## config.mk

```make
export PLATFORM = sky130hd
export DESIGN_NAME = gated_alu
export DESIGN_NICKNAME = d
export VERILOG_FILES = /design/src/rtl/alu_pkg.sv /design/src/rtl/prefix_adder.sv /design/src/rtl/logic_unit.sv /design/src/rtl/shift_unit.sv /design/src/rtl/gated_alu.sv
export SDC_FILE = /design/constraint.sdc
export NUM_CORES = 1
export LEC_CHECK = 0
export BUFFER_PORTS_ARGS = -buffer_cell sky130_fd_sc_hd__buf_2
export CAP_MARGIN = 30
export CORE_ASPECT_RATIO = 0.6
export CORE_MARGIN = 1
export CORE_UTILIZATION = 55
export DETAILED_ROUTE_END_ITERATION = 16
export HOLD_SLACK_MARGIN = 0.15
export PLACE_DENSITY = 0.74
export SETUP_SLACK_MARGIN = 0.1
export SLEW_MARGIN = 10
export SYNTH_ARGS = -nofsm -noshare
export SYNTH_HDL_FRONTEND = slang
export SYNTH_SLANG_ARGS = --single-unit
```

## constraint.sdc

```tcl
create_clock -name clk -period 10.89 [get_ports clk]
set_input_delay 2.178 -clock clk [delete_from_list [all_inputs] [get_ports clk]]
set_output_delay 2.178 -clock clk [all_outputs]
set_load 0.1 [all_outputs]
```

## src/rtl/alu_pkg.sv

```systemverilog
package alu_pkg;
    typedef enum logic [2:0] {
        OP_ADD = 3'b000,
        OP_SUB = 3'b001,
        OP_AND = 3'b010,
        OP_OR  = 3'b011,
        OP_XOR = 3'b100,
        OP_SLL = 3'b101,
        OP_SRL = 3'b110,
        OP_SRA = 3'b111
    } alu_op_e;
endpackage

```

## src/rtl/prefix_adder.sv

```systemverilog
module prefix_adder #(
    parameter int WIDTH = 32
) (
    input  logic [WIDTH-1:0] x,
    input  logic [WIDTH-1:0] y,
    input  logic             cin,
    output logic [WIDTH-1:0] sum,
    output logic             cout
);
    localparam int LV = $clog2(WIDTH);

    logic [WIDTH-1:0] half;
    logic [WIDTH-1:0] gen [0:LV];
    logic [WIDTH-1:0] prp [0:LV];

    assign half = x ^ y;

    // level 0: carry-in folded into bit 0 generate
    assign gen[0] = {x[WIDTH-1:1] & y[WIDTH-1:1], (x[0] & y[0]) | (half[0] & cin)};
    assign prp[0] = half;

    for (genvar l = 0; l < LV; l++) begin : g_lvl
        for (genvar i = 0; i < WIDTH; i++) begin : g_bit
            if (((i >> l) & 1) == 1) begin : g_comb
                localparam int J = ((i >> l) << l) - 1;
                assign gen[l+1][i] = gen[l][i] | (prp[l][i] & gen[l][J]);
                assign prp[l+1][i] = prp[l][i] & prp[l][J];
            end else begin : g_pass
                assign gen[l+1][i] = gen[l][i];
                assign prp[l+1][i] = prp[l][i];
            end
        end
    end

    assign sum  = half ^ {gen[LV][WIDTH-2:0], cin};
    assign cout = gen[LV][WIDTH-1];
endmodule

```

## src/rtl/logic_unit.sv

```systemverilog
module logic_unit
    import alu_pkg::*;
#(
    parameter int WIDTH = 32
) (
    input  alu_op_e          op,
    input  logic [WIDTH-1:0] x,
    input  logic [WIDTH-1:0] y,
    output logic [WIDTH-1:0] z
);
    always_comb begin
        unique case (op)
            OP_AND:  z = x & y;
            OP_OR:   z = x | y;
            OP_XOR:  z = x ^ y;
            default: z = x & y;
        endcase
    end
endmodule

```

## src/rtl/shift_unit.sv

```systemverilog
module shift_unit
    import alu_pkg::*;
#(
    parameter int WIDTH = 32,
    localparam int SHW = $clog2(WIDTH)
) (
    input  alu_op_e          op,
    input  logic [WIDTH-1:0] x,
    input  logic [SHW-1:0]   amt,
    output logic [WIDTH-1:0] z
);
    always_comb begin
        unique case (op)
            OP_SLL:  z = x << amt;
            OP_SRL:  z = x >> amt;
            OP_SRA:  z = $unsigned($signed(x) >>> amt);
            default: z = x << amt;
        endcase
    end
endmodule

```

## src/rtl/gated_alu.sv

```systemverilog
module gated_alu
    import alu_pkg::*;
#(
    parameter int WIDTH     = 32,
    parameter bit GATE_IDLE = 1'b1,
    localparam int SHW = $clog2(WIDTH)
) (
    input  logic             clk,
    input  logic             rst,
    input  logic [WIDTH-1:0] a_in,
    input  logic [WIDTH-1:0] b_in,
    input  logic [2:0]       op_in,
    output logic [WIDTH-1:0] res_q,
    output logic             cout_q
);
    logic [WIDTH-1:0] a_q, b_q;
    alu_op_e          op_q;

    // input capture
    always_ff @(posedge clk) begin
        if (rst) begin
            a_q  <= '0;
            b_q  <= '0;
            op_q <= OP_ADD;
        end else begin
            a_q  <= a_in;
            b_q  <= b_in;
            op_q <= alu_op_e'(op_in);
        end
    end

    logic sel_add, sel_log, sel_shf, is_sub;
    assign sel_add = (op_q == OP_ADD) || (op_q == OP_SUB);
    assign sel_log = (op_q == OP_AND) || (op_q == OP_OR) || (op_q == OP_XOR);
    assign sel_shf = (op_q == OP_SLL) || (op_q == OP_SRL) || (op_q == OP_SRA);
    assign is_sub  = (op_q == OP_SUB);

    // operand router
    logic [WIDTH-1:0] add_x, add_y, log_x, log_y, shf_x;
    logic [SHW-1:0]   shf_amt;
    logic             add_cin;

    if (GATE_IDLE) begin : g_gate
        assign add_x   = sel_add ? a_q : '0;
        assign add_y   = sel_add ? (is_sub ? ~b_q : b_q) : '0;
        assign add_cin = sel_add & is_sub;
        assign log_x   = sel_log ? a_q : '0;
        assign log_y   = sel_log ? b_q : '0;
        assign shf_x   = sel_shf ? a_q : '0;
        assign shf_amt = sel_shf ? b_q[SHW-1:0] : '0;
    end else begin : g_share
        assign add_x   = a_q;
        assign add_y   = is_sub ? ~b_q : b_q;
        assign add_cin = is_sub;
        assign log_x   = a_q;
        assign log_y   = b_q;
        assign shf_x   = a_q;
        assign shf_amt = b_q[SHW-1:0];
    end

    logic [WIDTH-1:0] add_z, log_z, shf_z;
    logic             add_co;

    prefix_adder #(.WIDTH(WIDTH)) adder_i (
        .x(add_x), .y(add_y), .cin(add_cin), .sum(add_z), .cout(add_co)
    );
    logic_unit #(.WIDTH(WIDTH)) logic_i (
        .op(op_q), .x(log_x), .y(log_y), .z(log_z)
    );
    shift_unit #(.WIDTH(WIDTH)) shift_i (
        .op(op_q), .x(shf_x), .amt(shf_amt), .z(shf_z)
    );

    // result selector
    logic [WIDTH-1:0] res_d;
    logic             cout_d;
    always_comb begin
        unique case (op_q)
            OP_ADD, OP_SUB:         begin res_d = add_z; cout_d = add_co; end
            OP_AND, OP_OR, OP_XOR:  begin res_d = log_z; cout_d = 1'b0;   end
            OP_SLL, OP_SRL, OP_SRA: begin res_d = shf_z; cout_d = 1'b0;   end
            default:                begin res_d = add_z; cout_d = 1'b0;   end
        endcase
    end

    always_ff @(posedge clk) begin
        if (rst) begin
            res_q  <= '0;
            cout_q <= 1'b0;
        end else begin
            res_q  <= res_d;
            cout_q <= cout_d;
        end
    end

    // adder matches arithmetic sum
    p_prefix_sum_r9: assert property (@(posedge clk) disable iff (rst)
        sel_add |-> ({add_co, add_z} == ({1'b0, add_x} + {1'b0, add_y} + {{WIDTH{1'b0}}, add_cin})));

    // carry stays low for non-arithmetic opcodes
    p_carry_zero_r6: assert property (@(posedge clk) disable iff (rst)
        !sel_add |=> !cout_q);

    // reset clears outputs
    p_reset_clear_r7: assert property (@(posedge clk)
        rst |=> (res_q == '0) && !cout_q);

    if (GATE_IDLE) begin : g_gate_chk
        p_idle_add_r8: assert property (@(posedge clk) disable iff (rst)
            !sel_add |-> (add_z == '0) && !add_co);
        p_idle_log_r8: assert property (@(posedge clk) disable iff (rst)
            !sel_log |-> (log_z == '0));
        p_idle_shf_r8: assert property (@(posedge clk) disable iff (rst)
            !sel_shf |-> (shf_z == '0));
    end
endmodule

```

==> summary.txt <==
Clock tree
  – Max clock buf depth: 2
  – Setup bufs post-CTS: 0
  – Skew-Pair Late Insertion Delay: 0.38 ns
  – CTS tree: built
  – CTS root buf: clkbuf_16
  – Clock Sinks: 100
  – Post-CTS resize count: 0
  – Clock slew at reported path FFs: 0.08 ns
  – H-Tree Level Count: 3
  – CTS Hold Bufs: 0
  – CTS Buf Count: 9

Critical path
  – Critical path type: register to register
  – Worst EP arrival: 4.85 ns
  – Critical R2R Launch: op_q[2]$_SDFF_PP0_
  – Critical Path RT: 11.12 ns
  – Worst path depth: 14
  – R2R Path End: res_q[16]$_SDFF_PP0_
  – CP dominant cell by count: o21ai_0
  – Buf/Inv on CP: 1
  – Critical Path Sink Type: register
  – CP Launch Type: register
  – Worst path cell trace: or2_2, buf_4, nor2_1, ha_1, a21oi_1, o21ai_1, or3_4, o21bai_1, o21ai_0, fa_1, o21ai_0, o21ai_0, a311oi_1, nor3_1
  – Reg2Reg Depth: 14
  – CP max stage delay: 0.88 ns
  – Worst-path fanout max: 65
  – Setup slack, reg-to-reg: 6.26 ns
  – Worst path top cell family by delay: compound AO/OA/AOI/OAI gates
  – Crit path from: op_q[2]$_SDFF_PP0_
  – Crit path max-delay cell type: dfxtp_1

STA
  – Rel. slew slack: 33.24%
  – Setup TNS: 0 ns
  – Final slew viol count: 0
  – Crit path time final: 4.626 ns
  – Clk_skew: 0.01633 ns
  – Worst-margin pin slew: 0.9946 ns
  – RSZ-0062 raised after global routing: false
  – Final hold vios: 0
  – Tcrit/Tclk final: 42.48%
  – Fmax: 216.2 MHz
  – Final Setup Violations: 0

Outcome
  – Outcome: finished clean

Power
  – Static leakage: 5.125 nW
  – Maximum vdd drop: 0.07896 mV
  – PD cells: 103.3 nW/um^2

Synthesis
  – Synth area leader: dfxtp_1
  – Top cell type's share of synthesized area: 18.61%
  – Netlist Area Pre-Place: 10760 sq um
  – Commonest cells post-synth: nand2_1, nor2_1, a21oi_1
  – Synth area leaders: dfxtp_1, ha_1, nand2_1
  – Number of synthesized flops with an enable pin: 0
  – Number of synthesis warnings: 0
  – Syn Inst Count: 1481
  – Post-Syn Area per Cell: 7.263 sq um
  – Total nets after synthesis: 1650
  – Yosys cell types: 75
  – Ys async rst share: 0%
  – Most numerous cell in the Yosys netlist: nand2_1
  – Synth Register Bits: 100
  – Sequential-to-total area share from yosys stat: 18.61%
  – Ys flop type: dfxtp_1

Die
  – I/O pin count: 102
  – Starting Density: 56.38%
  – Die width: 182.5 um
  – Full die area: 20140 sq um
  – Core area: 19080 sq um
  – Die extent in y: 110.3 um
  – Std cell rows: 39

Placement
  – PortBufs: 101
  – Cell total after placement: 1747
  – GP Congestion: 1.054
  – Post-DP HPWL: 28930 um

Detailed routing
  – Drt wl/cell: 22.76 um
  – DRT Pass-1 Iters: 7
  – DRC Markers: 0
  – Vias: 11210
  – DRT Wirelength: 40130 um
  – 1st-iter DRT viols: 1648
  – Routed Antenna Nets: 0
  – Avg Vias per Cell: 6.358

Flow run
  – Max-Cap Viols: 0

Global routing
  – GRT Total Usage: 39.74%
  – Vias in the first global route: 9956
  – Initial antenna violation count: 0
  – Largest net degree at the start of global routing: 76
  – Global-route wire length before repair: 59930 um
  – Gr ovfl total: 0

Worst hold path
  – Hold Crit Start: b_q[13]$_SDFF_PP0_
  – Worst Hold Class: register to register
  – WHS Path Cells: 4
  – Hold worst-path end: res_q[13]$_SDFF_PP0_

Finish
  – Final core utilization: 60.82%
  – Area growth syn-to-layout: 7.887%
  – Layout cells sized above 1: 12.83%
  – Antenna Cells: 0
  – Post-layout nets: 1661
  – Final Non-Filler Cells: 1763
==> worst min-delay path, stage by stage, from the launching register on <==
cell	delay [ns]
dfxtp_1	0.32
nand2_1	0.08
ha_1	0.14
a22oi_1	0.08
a31oi_1	0.13
==> worst max-delay path by stage <==
stage	end
2_1_floorplan	res_q[17]$_SDFF_PP0_
3_3_place_gp	res_q[17]$_SDFF_PP0_
3_5_place_dp	res_q[16]$_SDFF_PP0_
4_1_cts	res_q[16]$_SDFF_PP0_
5_1_grt	res_q[17]$_SDFF_PP0_
6_report	res_q[16]$_SDFF_PP0_
==> logic make-up after synthesis <==
logic type | share of synthesized area, %
compound gates | 23.24
xor+xnor | 4.234
fa+ha+maj | 12.05
buf+inv | 7.375
flops | 18.61
mux | 9.573
simple gates | 24.92
==> placed cells by master, fill, tap and decap left out, types with 4 or more instances in the layout <==
cell type,instances
a211o_1,4
a211oi_1,30
a21o_1,11
a21oi_1,102
a221oi_1,11
a222oi_1,9
a22oi_1,13
a311oi_1,4
a31oi_1,23
and2_1,44
and3_1,38
buf_2,101
buf_4,22
clkbuf_16,9
dfxtp_1,96
fa_1,6
ha_1,94
inv_1,81
mux2_2,15
mux2i_1,50
mux4_2,15
nand2_1,170
nand2b_1,17
nand3_1,18
nand4_1,4
nor2_1,140
nor2b_1,76
nor3_1,31
o211ai_1,29
o21a_1,5
o21ai_0,60
o21ai_1,21
o22ai_1,16
or3_1,4
xnor2_1,39
xor2_1,13
==> metal layers <==
layer / GRT usage, % / wire (um) / vias up
met1: 54.94 / 17780 / 5243
met3: 12.81 / 4841 / 79
met5: 0 / 0 / -
li1: - / - / 5209
met2: 56.49 / 16110 / 679
met4: 16.21 / 1402 / 0
==> where the power goes <==
group / switching, mW / internal, mW / total, mW
combinational: 0.293 / 0.134 / 0.427
sequential: 0.0341 / 0.391 / 0.425
clock: 0.161 / 0.185 / 0.347
==> per-stage QoR <==
stage	setup slack, ns	area (sq um)	power (mW)	hold slack, ns
after global placement	6.515	11300	0.8428	0.7595
after CTS	6.298	11600	1.192	0.7938
after detailed placement	6.332	11300	0.8465	0.7704
after floorplan	6.204	10760	0.7373	0.6931
final	6.264	11600	1.199	0.7908
after global routing	5.803	11600	1.248	0.8272
==> flip-flops by register name, summed over array words and instances, names as in the netlist <==
name,count
res_q,32
a_q,32
cout_q,1
b_q,32
op_q,3
==> layout make-up <==
class                      instances  area (sq um)
inverter                          81         304.0
timing repair buffer             123         670.6
clock buffer                      11         242.7
clock inverter                     5         60.06
sequential                       100          2012
fill                            1765          7475
tap                              266         332.8
multi-input combinational       1177          7983
(Power assumes the default switching activity.)
